==> src/rtl/bbgate_seq.sv <==
module bbgate_seq #(
  parameter int PERIOD_CYC = 1000,
  parameter int DEAD_CYC   = 10,
  localparam int CW = $clog2(PERIOD_CYC + 1),
  localparam int DW = $clog2(DEAD_CYC + 1)
) (
  input  logic          clk,
  input  logic          rst_n,
  input  logic [CW-1:0] duty_cmd,
  input  logic          mode_up,
  input  logic          mode_chg,
  input  logic          oc_fwd,
  input  logic          oc_rev,
  output logic          g_hs,
  output logic          g_ls,
  output logic          g_bst,
  output logic          g_chg,
  output logic          fault
);

  localparam logic [1:0]    M_DN = 2'b00;
  localparam logic [1:0]    M_UP = 2'b10;
  localparam logic [1:0]    M_CH = 2'b01;
  localparam logic [CW-1:0] LAST = CW'(PERIOD_CYC - 1);
  localparam logic [DW-1:0] DLIM = DW'(DEAD_CYC);

  logic [CW-1:0] cnt;
  logic [CW-1:0] duty_q;
  logic [1:0]    mode_q;
  logic          oc_blk;
  logic [3:0]    want;
  logic [3:0]    gate;

  wire [1:0] mode_in = {mode_up, mode_chg};
  wire       edge_p  = (cnt == LAST);
  wire       legal   = (mode_in != 2'b11);
  wire       mswap   = edge_p && legal && (mode_in != mode_q);
  wire       act     = (cnt < duty_q);
  wire       sw_en   = !oc_blk;

  always_ff @(posedge clk or negedge rst_n) begin
    if (!rst_n) begin
      cnt    <= '0;
      duty_q <= '0;
      mode_q <= M_DN;
      oc_blk <= 1'b0;
      fault  <= 1'b0;
    end else begin
      cnt <= edge_p ? '0 : cnt + 1'b1;
      if (edge_p) duty_q <= duty_cmd;
      if (mswap) mode_q <= mode_in;
      if (oc_fwd || oc_rev) oc_blk <= 1'b1;
      else if (edge_p)      oc_blk <= 1'b0;
      if (!legal) fault <= 1'b1;
    end
  end

  always_comb begin
    case (mode_q)
      M_UP:    want = {1'b1, 1'b0, act && sw_en, !act && sw_en};
      M_CH:    want = {1'b1, 1'b0, !act && sw_en, act && sw_en};
      default: want = {act && sw_en, !act && sw_en, 1'b0, 1'b1};
    endcase
    if (fault) want = 4'b0000;
  end

  for (genvar i = 0; i < 4; i++) begin : g_ch
    logic [DW-1:0] age;
    always_ff @(posedge clk or negedge rst_n) begin
      if (!rst_n)                  age <= '0;
      else if (mswap || !want[i])  age <= '0;
      else if (age != DLIM)        age <= age + 1'b1;
    end
    assign gate[i] = want[i] && (age == DLIM);
  end

  assign {g_hs, g_ls, g_bst, g_chg} = gate;


  buck_pair_chk: assert property (@(posedge clk) disable iff (!rst_n) !(g_hs && g_ls));

  bst_pair_chk: assert property (@(posedge clk) disable iff (!rst_n) !(g_bst && g_chg));

  hs_gap_chk: assert property (@(posedge clk) disable iff (!rst_n) $rose(g_hs) |-> !$past(g_ls));

  chg_gap_chk: assert property (@(posedge clk) disable iff (!rst_n) $rose(g_chg) |-> !$past(g_bst));

  cnt_range_chk: assert property (@(posedge clk) disable iff (!rst_n) cnt <= LAST);

  duty_hold_chk: assert property (@(posedge clk) disable iff (!rst_n) !edge_p |=> $stable(duty_q));

  mode_hold_chk: assert property (@(posedge clk) disable iff (!rst_n) !edge_p |=> $stable(mode_q));

  oc_off_chk: assert property (@(posedge clk) disable iff (!rst_n)
    (oc_fwd || oc_rev) |=> ((mode_q == M_DN) ? (!g_hs && !g_ls) : (!g_bst && !g_chg)));

  fault_sticky_chk: assert property (@(posedge clk) disable iff (!rst_n) fault |=> fault);

  fault_off_chk: assert property (@(posedge clk) disable iff (!rst_n)
    fault |-> !(g_hs || g_ls || g_bst || g_chg));

endmodule

==> config.mk <==
export PLATFORM = sky130hd
export DESIGN_NAME = bbgate_seq
export DESIGN_NICKNAME = d
export VERILOG_FILES = /design/src/rtl/bbgate_seq.sv
export SDC_FILE = /design/constraint.sdc
export NUM_CORES = 1
export LEC_CHECK = 0
export CAP_MARGIN = 20
export CORE_MARGIN = 2
export CORE_UTILIZATION = 60
export CTS_CLUSTER_DIAMETER = 50
export CTS_CLUSTER_SIZE = 20
export DETAILED_ROUTE_END_ITERATION = 12
export PLACE_DENSITY_LB_ADDON = 0.15
export SETUP_SLACK_MARGIN = 0.3
export SYNTH_ARGS = -nofsm -noshare
export SYNTH_HDL_FRONTEND = slang
export SYNTH_SLANG_ARGS = --single-unit
export TNS_END_PERCENT = 30
==> constraint.sdc <==
create_clock -name clk -period 5.18 [get_ports clk]
set_input_delay 1.036 -clock clk [delete_from_list [all_inputs] [get_ports clk]]
set_output_delay 1.036 -clock clk [all_outputs]
set_load 0.1 [all_outputs]
# Yosys cells after proc, flatten, opt, wreduce, memory -nomap -nowiden
# Cells that the tools add are included.
dict set report totals {
  ff_bits 40
  input_bits 16
}
dict set report classes {
  addsub 5
  order_cmp 1
  n_eq_ne 13
  muxes 13
  reduce_logical 24
}
# operator count
set ops {}
lappend ops {{4-bit 2-to-1 mux} 9}
lappend ops {{4-bit by 1-bit adder with 4-bit output (second input constant)} 4}
lappend ops {{4-bit == test (second input constant)} 4}
lappend ops {{4-bit != test (second input constant)} 4}
lappend ops {{10-bit by 1-bit adder with 10-bit output (second input constant)} 1}
lappend ops {{10-bit == test (second input constant)} 1}
lappend ops {{10-bit < comparator} 1}
lappend ops {{10-bit 2-to-1 mux} 1}
lappend ops {{2-bit nonzero test} 5}
lappend ops {{1-bit logical AND} 8}
lappend ops {{4-bit case mux with 2 select lines} 1}
lappend ops {{1-bit logical NOT} 6}
lappend ops {{1-bit logical OR} 5}
lappend ops {{2-bit by 1-bit == test with 1-bit output (second input constant)} 1}
lappend ops {{2-bit == test (second input constant)} 1}
lappend ops {{1-bit 2-to-1 mux} 2}
lappend ops {{2-bit != test} 1}
lappend ops {{2-bit != test (second input constant)} 1}

# Depth between registers and ports, before layout
dict set report depth {
  word_depth 8
  depth_mapped 8
  ltp_nobuf 8
}

# Worst setup path before layout
# Ideal clock, no wire load.
dict set report synth_path {
  path_type {register -> output}
  start {register cnt[3]}
  end {output g_bst}
  arrival_ps 4494
  required_time_ps 4144
  setup_slack_ps -350
  path_stages_with_launch 8
  n_path_buf 0
  cell_sequence {dfrtp_1 ha_1 a21o_1 nand3_1 a21oi_1 or3_4 mux2i_1 nor4_1}
}
dict set report synth_via {
  elab_chain_cells 6
  elab_cells_between_ends 7
}
# item line
set synth_lines {}
lappend synth_lines {{start, declared} 27} ;# logic [CW-1:0] cnt;
lappend synth_lines {{start signal, assigned} 49} ;# cnt <= edge_p ? '0 : cnt + 1'b1;
lappend synth_lines {{10-bit < comparator (*)} 38} ;# wire act = (cnt < duty_q);
lappend synth_lines {{1-bit logical NOT} 61} ;# M_CH: want = {1'b1, 1'b0, !act && sw_en, act && sw_en};
lappend synth_lines {{1-bit logical AND} 61}
lappend synth_lines {{4-bit case mux with 2 select lines (*)} 59} ;# case (mode_q)
lappend synth_lines {{4-bit 2-to-1 mux (*)} 64} ;# if (fault) want = 4'b0000;
lappend synth_lines {{1-bit logical AND (*)} 74} ;# assign gate[i] = want[i] && (age == DLIM);
lappend synth_lines {{end, declared} 16} ;# output logic g_bst,
# Mark *: on every way between the ends. The rest lies on a longest branch, timed or not.

# Worst setup path after layout
dict set report layout_path {
  start {register cnt[7]}
  end {output g_ls}
}
dict set report layout_via {
  elab_chain_cells 6
}
# item line
set layout_lines {}
lappend layout_lines {{10-bit < comparator} 38}
lappend layout_lines {{1-bit logical NOT} 62} ;# default: want = {act && sw_en, !act && sw_en, 1'b0, 1'b1};
lappend layout_lines {{1-bit logical AND} 62}
lappend layout_lines {{4-bit case mux with 2 select lines} 59}
lappend layout_lines {{4-bit 2-to-1 mux} 64}
lappend layout_lines {{1-bit logical AND} 74}
lappend layout_lines {{end, declared} 15} ;# output logic g_ls,
# Every way passes these cells.

==> metrics.cfg <==
[run_status]
status=finished clean

[synth]
syn_nets=253
synth_edf_count=0
synthTopCellsByArea=dfrtp_1, ha_1, nor2_1, xor2_1, nand2_1
syn_area_um2=2193
synth_common_cells=dfrtp_1, nor2_1, ha_1, nand2_1, inv_1
async_flop_share=1.000
syn_inst=217
yosysSeqAreaShare=0.4564
post-synth-top-area-fraction=0.4564
ys_seq_elements=40
synth_most_common_cell=dfrtp_1
ys_warn_count=0
ys.flop_type=dfrtp_1
netlist-cell-type-count=35
avgSynthCellArea_um2=10.11
yosysTopAreaCell=dfrtp_1

[drt]
vias_per_cell=5.443
totalWireLength_um=4203
dr_total_vias=1573
wire_per_inst_um=14.54
initialDrtViolationCount=64
route.detailed.drc=0
antenna_left=0
dr.pass1.iters=5

[flow_run]
drv_cap=0

[global_routing]
track_usage=0.2329
grt_max_degree=41
gr-total-overflow=0
first_global_vias=1629
antenna_found_initial=0
grt_pass1_wl_um=7348

[power_and_ir_drop]
p_leak_nw=1.176
vdd_ir_drop_max_uv=192.6
powerDensity_nw_per_um2=210.7
finalPower_uw=530.4

[floorplan]
core_um2=3416
die-width_um=64.46
start_util=0.6421
die_h_um=64.46
die_area_um2=4155
io_pins=21
num_rows=21

[placed_design]
dp_hpwl_um=3188
placedCellCount=281
placement.io_buffers=20
place.gp.congestion=0.9387
post-place-ws_ns=1.273

[timing]
period_minus_slack_ns=4.285
rsz0062_at_grt=false
tightest_slew_ns=0.9665
max_freq_mhz=233.3
slew_violations=0
skew_ns=0.008241
hold_viol=0
setup_viol=0
slew_headroom=0.3536
hold_ws_ns=0.5261
fin_ws_ns=0.8945
timing.final.crit_share=0.8273

[worst_setup_path]
max_stage_delay_ns=1.18
cp-end-kind=output port
cp_slowest_cell=clkdlybuf4s50_1
worstPathRequired_ns=4.14
worstSetupPathType=reg2out
start_kind=flop
path_cells=ha_1 -> nand4_1 -> nor3_1 -> or3_4 -> nand2_1 -> nor4_1 -> clkdlybuf4s50_1
arrival_ns=3.25
cp_max_fo=4

[clock_tree]
htreeDepth=2
cts_sinks=40
clockBufferDepth=2
cts_tree=yes
postCtsSetupBuffers=0
cts_resized=0
path_clk_slew_ns=0.11
insertion_delay_ns=0.35
cts_hold_buf=0
cts_made_buffers=5
cts-root-buf=clkbuf_4

[cells_and_area]
drive_gt1_frac=0.09877
syn_to_final_growth_pct=14.77
fin_cells=289
antenna_cells=0
fin_nets=278

[worst_hold_path]
hp-class=reg2reg

## metrics by stage
stage                       TNS, ns  cell area, um2    util
after global routing              0            2517  0.7370
after detailed placement          0            2441  0.7147
after CTS                         0            2517  0.7370
after global placement            0            2441  0.7147
after floorplan           -0.002216            2200       -
final                             0            2517  0.7370
## sequential cells by signal, indices dropped and copies added (netlist names)
| register | cells |
|---|---|
| fault | 1 |
| mode_q | 2 |
| duty_q | 10 |
| cnt | 10 |
| oc_blk | 1 |
| g_ch.age | 16 |
## report_power, final
group          switching [mW]  total (mW)  internal, mW  leakage [nW]
clock                  0.0987       0.200         0.101        0.0422
sequential       0.0000000842       0.312         0.312         0.487
combinational         0.00847      0.0185        0.0100         0.647
## layout make-up
class | instances | area, um2
multi-input combinational | 157 | 1124
sequential | 40 | 1001
fill | 248 | 898.4
timing repair buffer | 21 | 195.2
inverter | 17 | 63.81
tap | 46 | 57.56
clock buffer | 6 | 41.29
clock inverter | 2 | 35.03
## worst max-delay path, delay by kind of cell (launching register included)
kind          cells  cell delay [ns]
fa+ha+maj         1             0.33
buf+inv           1             1.18
flops             1             0.44
simple gates      5             0.94
## metal layers
metal / vias up / track usage / wire [um]
li1: 790 / - / -
met1: 765 / 0.2789 / 1748
met2: 13 / 0.3997 / 2289
met3: 5 / 0.05903 / 101
met4: 0 / 0.09840 / 64
met5: - / 0 / 0
## worst paths after layout
path                              from  cells past startpoint              to  slack (ns)
worst max register to register  cnt[7]                      6  g_ch[0].age[2]        2.84
worst min-delay path            cnt[0]                      1          cnt[0]        0.53
worst max-delay path            cnt[7]                      7            g_ls        0.89
max in group asynchronous        rst_n                      1          cnt[5]        3.85
min in group asynchronous        rst_n                      1  g_ch[1].age[3]        0.79
worst min register to register  cnt[0]                      1          cnt[0]        0.53
## cells in the final DEF, fill, tap and decap left out, drive strengths merged
| master | n |
|---|---|
| a211oi | 4 |
| clkinv | 1 |
| mux2i | 2 |
| xor2 | 9 |
| xnor2 | 8 |
| and3 | 3 |
| nand3b | 4 |
| o21a | 1 |
| nand2b | 4 |
| nor4 | 6 |
| bufinv | 1 |
| inv | 17 |
| nand2 | 20 |
| o21bai | 1 |
| clkdlybuf4s50 | 16 |
| nand3 | 10 |
| ha | 20 |
| o211ai | 2 |
| clkbuf | 6 |
| a21oi | 9 |
| o21ai | 12 |
| nor3 | 4 |
| a21o | 2 |
| nor2b | 3 |
| o41ai | 1 |
| nor2 | 22 |
| dfrtp | 40 |
| nand4 | 3 |
| or3 | 1 |
| nor3b | 2 |
| mux2 | 4 |
| buf | 5 |
## cells by family after synthesis
group,synth area share
AOI/OAI and AO/OA,0.09127
xor gates and xnor gates,0.06789
adders and majority gates,0.1141
buffers and inverters,0.03423
DFF,0.4564
muxes,0.03137
and+or+nand+nor,0.2048
(Power assumes the default switching activity.)
